### config.mk
export PLATFORM = sky130hd
export DESIGN_NAME = divstep_unit
export DESIGN_NICKNAME = d
export VERILOG_FILES = /design/src/rtl/divstep_pkg.sv /design/src/rtl/divstep_cmd_dec.sv /design/src/rtl/divstep_shift.sv /design/src/rtl/divstep_addsub.sv /design/src/rtl/divstep_qt.sv /design/src/rtl/divstep_unit.sv
export SDC_FILE = /design/constraint.sdc
export NUM_CORES = 1
export LEC_CHECK = 0
export CAP_MARGIN = 0
export CELL_PAD_IN_SITES_DETAIL_PLACEMENT = 1
export CELL_PAD_IN_SITES_GLOBAL_PLACEMENT = 2
export CORE_ASPECT_RATIO = 0.9
export CORE_UTILIZATION = 28
export DETAILED_ROUTE_END_ITERATION = 8
export PLACE_DENSITY = 0.85
export SYNTH_ARGS = -nofsm -noshare
export SYNTH_HDL_FRONTEND = slang
export SYNTH_SLANG_ARGS = --single-unit
### constraint.sdc
create_clock -name clk -period 4.8 [get_ports clk]
set_input_delay 1.2 -clock clk [delete_from_list [all_inputs] [get_ports clk]]
set_output_delay 1.2 -clock clk [all_outputs]
set_load 0.05 [all_outputs]
### src/rtl/divstep_pkg.sv
package divstep_pkg;

  typedef enum logic [1:0] {
    CMD_IDLE   = 2'd0,
    CMD_STEP   = 2'd1,
    CMD_INIT_U = 2'd2,
    CMD_INIT_S = 2'd3
  } divstep_cmd_e;

  typedef struct packed {
    logic q;
    logic m;
    logic t;
  } divstep_flags_t;

endpackage

### src/rtl/divstep_cmd_dec.sv
module divstep_cmd_dec
  import divstep_pkg::*;
(
  input  logic         step_i,
  input  logic         init_u_i,
  input  logic         init_s_i,
  output divstep_cmd_e cmd_o
);

  always_comb begin
    if (init_s_i) begin
      cmd_o = CMD_INIT_S;
    end else if (init_u_i) begin
      cmd_o = CMD_INIT_U;
    end else if (step_i) begin
      cmd_o = CMD_STEP;
    end else begin
      cmd_o = CMD_IDLE;
    end
  end

endmodule

### src/rtl/divstep_shift.sv
module divstep_shift #(
  parameter int WIDTH = 32
) (
  input  logic [WIDTH-1:0] rem_i,
  input  logic             t_i,
  output logic [WIDTH-1:0] shifted_o,
  output logic             msb_o
);

  always_comb begin
    msb_o     = rem_i[WIDTH-1];
    shifted_o = {rem_i[WIDTH-2:0], t_i};
  end

endmodule

### src/rtl/divstep_addsub.sv
module divstep_addsub #(
  parameter int WIDTH      = 32,
  parameter bit WIDE_ADDER = 1'b1
) (
  input  logic [WIDTH-1:0] a_i,
  input  logic [WIDTH-1:0] b_i,
  input  logic             sub_i,
  output logic [WIDTH-1:0] sum_o,
  output logic             flag_o
);

  localparam int EXT_W = WIDTH + 1;

  generate
    if (WIDE_ADDER) begin : g_wide
      logic [EXT_W-1:0] ext_sum;
      always_comb begin
        if (sub_i) begin
          ext_sum = {1'b0, a_i} - {1'b0, b_i};
        end else begin
          ext_sum = {1'b0, a_i} + {1'b0, b_i};
        end
        sum_o  = ext_sum[WIDTH-1:0];
        flag_o = ext_sum[WIDTH];
      end
    end else begin : g_cmp
      always_comb begin
        if (sub_i) begin
          sum_o  = a_i - b_i;
          flag_o = (sum_o > a_i);
        end else begin
          sum_o  = a_i + b_i;
          flag_o = (sum_o < a_i);
        end
      end
    end
  endgenerate

endmodule

### src/rtl/divstep_qt.sv
module divstep_qt (
  input  logic msb_i,
  input  logic flag_i,
  input  logic m_i,
  output logic q_o,
  output logic t_o
);

  always_comb begin
    q_o = msb_i ^ flag_i ^ m_i;
    t_o = (q_o == m_i);
  end

endmodule

### src/rtl/divstep_unit.sv
module divstep_unit
  import divstep_pkg::*;
#(
  parameter int WIDTH      = 32,
  parameter bit WIDE_ADDER = 1'b1
) (
  input  logic             clk,
  input  logic             rst_n,
  input  logic             step_i,
  input  logic             init_u_i,
  input  logic             init_s_i,
  input  logic [WIDTH-1:0] divisor_i,
  input  logic [WIDTH-1:0] rem_i,
  output logic [WIDTH-1:0] rem_o,
  output logic             q_o,
  output logic             t_o,
  output logic             done_o
);

  localparam int MSB = WIDTH - 1;

  divstep_cmd_e   cmd;
  divstep_flags_t flags_q;
  divstep_flags_t flags_d;
  logic [MSB:0]   rem_q;
  logic [MSB:0]   rem_d;
  logic           done_q;
  logic           done_d;
  logic           rem_en;
  logic           flags_en;

  logic [MSB:0]   shifted;
  logic           msb;
  logic           use_sub;
  logic [MSB:0]   op_result;
  logic           op_flag;
  logic           step_q;
  logic           step_t;

  divstep_cmd_dec u_cmd (
    .step_i   (step_i),
    .init_u_i (init_u_i),
    .init_s_i (init_s_i),
    .cmd_o    (cmd)
  );

  divstep_shift #(.WIDTH(WIDTH)) u_shift (
    .rem_i     (rem_i),
    .t_i       (flags_q.t),
    .shifted_o (shifted),
    .msb_o     (msb)
  );

  assign use_sub = (flags_q.q == flags_q.m);

  divstep_addsub #(.WIDTH(WIDTH), .WIDE_ADDER(WIDE_ADDER)) u_addsub (
    .a_i    (shifted),
    .b_i    (divisor_i),
    .sub_i  (use_sub),
    .sum_o  (op_result),
    .flag_o (op_flag)
  );

  divstep_qt u_qt (
    .msb_i  (msb),
    .flag_i (op_flag),
    .m_i    (flags_q.m),
    .q_o    (step_q),
    .t_o    (step_t)
  );

  // next-state selection
  always_comb begin
    flags_d  = flags_q;
    rem_d    = rem_q;
    done_d   = 1'b0;
    rem_en   = 1'b0;
    flags_en = 1'b0;
    unique case (cmd)
      CMD_INIT_S: begin
        flags_en  = 1'b1;
        flags_d.q = rem_i[MSB];
        flags_d.m = divisor_i[MSB];
        flags_d.t = rem_i[MSB] ^ divisor_i[MSB];
      end
      CMD_INIT_U: begin
        flags_en = 1'b1;
        flags_d  = '0;
      end
      CMD_STEP: begin
        flags_en  = 1'b1;
        rem_en    = 1'b1;
        done_d    = 1'b1;
        rem_d     = op_result;
        flags_d.q = step_q;
        flags_d.m = flags_q.m;
        flags_d.t = step_t;
      end
      default: begin
        flags_en = 1'b0;
      end
    endcase
  end

  // state registers
  always_ff @(posedge clk or negedge rst_n) begin
    if (!rst_n) begin
      flags_q <= '0;
    end else if (flags_en) begin
      flags_q <= flags_d;
    end
  end

  always_ff @(posedge clk or negedge rst_n) begin
    if (!rst_n) begin
      rem_q <= '0;
    end else if (rem_en) begin
      rem_q <= rem_d;
    end
  end

  always_ff @(posedge clk or negedge rst_n) begin
    if (!rst_n) begin
      done_q <= 1'b0;
    end else begin
      done_q <= done_d;
    end
  end

  assign rem_o  = rem_q;
  assign q_o    = flags_q.q;
  assign t_o    = flags_q.t;
  assign done_o = done_q;

endmodule

==> summary.txt <==
Run status
  – Outcome: complete, but fails checks
  – Failing checks: design-rule violations

Logic synthesis
  – Register bit total from synthesis: 36
  – Syn. warnings: 0
  – Main synth FF type: dfrtp_1
  – Post-synth ARST share: 1.00
  – Post-synthesis cell area: approximately 3800 sq um
  – EDFF count, synth: 0
  – Post-synthesis sequential area ratio: 0.235
  – Unique masters post-synth: 53
  – Syn_nets: 571
  – Synth Instances: 466
  – Syn Area/Cell: 8.23 sq um

Drt
  – WL final: 15500 microns
  – Via density: between 5 and 6
  – Initial drt markers: 149
  – Router iterations before antenna repair: 8
  – Routed via count: 4508
  – Routed Antenna Nets: 0
  – DR WL/cell: 17.9 microns
  – Post-route DRC: 5

Die
  – Chip width: approximately 130 microns
  – Die area: about 14000 sq um
  – Io pins: about 100
  – Site Rows: 40
  – Core area: between 10000 and 15000 sq um
  – Height of the die: roughly 110 microns
  – Starting Density: 0.287

Place
  – Placed inst area: roughly 6000 sq um
  – Port Buffers: around 100
  – Cell total after placement: 845
  – Placer Congestion: 0.922
  – Post-DP HPWL: 12100 microns

Global routing
  – Global-route wire length before repair: 24100 microns
  – Maximum number of pins on one net before global-route repair: 37
  – Number of global-route vias before repair: between 4k and 5k
  – Initial antenna violation count: 0
  – Total track usage: 0.216
  – Grt total ovfl: 0

Timing
  – Setup TNS: 0 ps
  – Max frequency: 0.211 GHz
  – Fin crit period: 4750 ps
  – Finish-stage setup viols: 0
  – Clock skew: 8.51 ps
  – Final Hold Viols: 0
  – RSZ-0062 raised after global routing: yes
  – Slew HR: 0.406
  – Measured slew at the worst slew-check pin: between 800 and 900 ps
  – Final Max Slew Viols: 0
  – Worst hold slack: roughly 480 ps
  – Fin crit share: 0.989

Clock tree
  – CTS root buf: clkbuf_16
  – Longest Clk Path Bufs: 2
  – Worst-path clk slew: approximately 60 ps
  – Sink Count: 36
  – CTS Buf Count: 5
  – Clock latency on the worst-skew pair: 290 ps
  – CTS tree: built
  – H-tree level count: 2
  – Hold buffers post-CTS: 0

Final layout
  – Final Instance Count excl. Fillers: 867
  – # fillers: about 1.6k
  – Most common cell after layout, fill and taps aside: buf_4
  – Most frequent cells in the layout: 133 x buf_4, 94 x clkdlybuf4s50_1, 47 x a21oi_1
  – Fraction of layout cells with a size suffix above 1: 0.336
  – Footprint of the multi-input gates: 3140 sq um
  – Register Area: 901 sq um
  – Final instance area: 6580 sq um
  – ANT cells: 0
  – Area grow syn2layout: 71.5%
  – Layout Nets: about 800

Power and ir drop
  – Pwr/cell area: roughly 540 nW/um^2
  – Static leakage: 2.92 nW
  – Peak VDD IR: about 270 uV
  – Total power: ~3.5 mW

Job
  – Maxcap violations: 0

Critical path
  – CP startpoint kind: input pin
  – CP Data Arrival Time: 4910 ps
  – Crit path max fanout: 6
  – Crit. Startpoint: divisor_i[8]
  – Setup CP Type: in -> reg
  – Critical Path End Type: flop
  – Critical Path RT: between 4000 and 5000 ps
  – Reg2reg start: flags_q[1]$_DFFE_PN0P_

Hold path
  – Worst Hold Class: reg -> reg
  – Min-delay src: rem_o[9]$_DFFE_PN0P_
critical path, stage by stage:
cell	delay, ps
buf_6	90
or4_4	530
or3_4	370
inv_4	80
nand2_4	50
nor2_4	90
nand3b_1	230
o31ai_2	330
xor2_1	190
ha_2	330
o21ai_1	180
nand2b_1	100
a21oi_2	180
a311oi_2	70
o32ai_2	350
o21ai_4	90
xnor2_2	190
xnor2_1	140
o221ai_1	120
kinds of logic after synthesis:
group,after synthesis,share of synthesized area
compound gates,147,0.240
simple gates,132,0.179
xor+xnor,62,0.144
buf+inv,37,0.0362
fa+ha+maj,36,0.119
flops,36,0.235
mux,16,0.0470
area by class of cell:
| type | count | share of cell area |
|---|---|---|
| flip-flops and latches | 36 | 0.137 |
| clock inverters | 3 | 0.00704 |
| clock buffers | 5 | 0.0190 |
| inverters | 20 | 0.0118 |
| repair buffers | 242 | 0.317 |
| multi-input cells | 393 | 0.477 |
| well taps | 168 | 0.0320 |
power breakdown:
part / internal [mW] / switching [mW]
Combinational: 1.15 / 1.46
Clock: 0.247 / 0.150
Sequential: 0.438 / 0.0818
Total: 1.84 / 1.69
routing by layer:
metal  vias to the layer above  wire length (microns)  GRT usage
met4                         0                    395     0.0789
met3                        34                    537     0.0407
met1                      2206                   6680      0.255
met2                       104                   7870      0.392
li1                       2164                      -          -
met5                         -                      0          0
per-stage QoR:
stage / utilization / setup WS [ps]
global route: 0.492 / -140
detailed placement: 0.446 / -887
floorplan: - / 10.9
finish: 0.492 / 52.0
CTS: 0.469 / -92.5
global placement: 0.446 / -704
cell usage after synthesis, types with 4 or more instances:
| cell type | instances | area share |
|---|---|---|
| inv_1 | 20 | 0.020 |
| a31oi_1 | 9 | 0.015 |
| a21o_1 | 17 | 0.033 |
| and3_1 | 4 | 0.0065 |
| nand4_1 | 6 | 0.0098 |
| o31ai_1 | 7 | 0.014 |
| ha_1 | 35 | 0.11 |
| mux2_2 | 16 | 0.047 |
| xor2_1 | 21 | 0.048 |
| nor4_1 | 4 | 0.0065 |
| xnor2_1 | 40 | 0.091 |
| o21ai_0 | 24 | 0.031 |
| nand3_1 | 8 | 0.010 |
| dfrtp_1 | 36 | 0.23 |
| clkbuf_1 | 16 | 0.016 |
| nand2_1 | 29 | 0.028 |
| nor2b_1 | 4 | 0.0065 |
| o21a_1 | 5 | 0.0098 |
| a21oi_1 | 54 | 0.070 |
| nor3b_1 | 4 | 0.0078 |
| a211oi_1 | 7 | 0.014 |
| nor3_1 | 10 | 0.013 |
| nand2b_1 | 8 | 0.013 |
| nor2_1 | 38 | 0.037 |
state kept, by name, summed over array words and instances (netlist names):
signal / flops
t_o: 1
done_o: 1
flags_q: 1
rem_o: 32
q_o: 1
final timing paths:
kind                                              end  slack [ps]  cells after the start
worst max-delay path                  q_o$_DFFE_PN0P_          50                     19
worst min-delay path             rem_o[9]$_DFFE_PN0P_         480                      2
worst max register to register  rem_o[17]$_DFFE_PN0P_         900                     14
worst min register to register   rem_o[9]$_DFFE_PN0P_         480                      2
max in group asynchronous       rem_o[19]$_DFFE_PN0P_        3210                      1
min in group asynchronous       rem_o[10]$_DFFE_PN0P_        1030                      1
timing repair:
action / CTS / global route
endpoints found under the setup margin: 15 / 15
pin swaps: 21 / 47
setup buffers: 4 / 11
gates resized for setup: 61 / 47
Power figures use the tool's default switching activity.
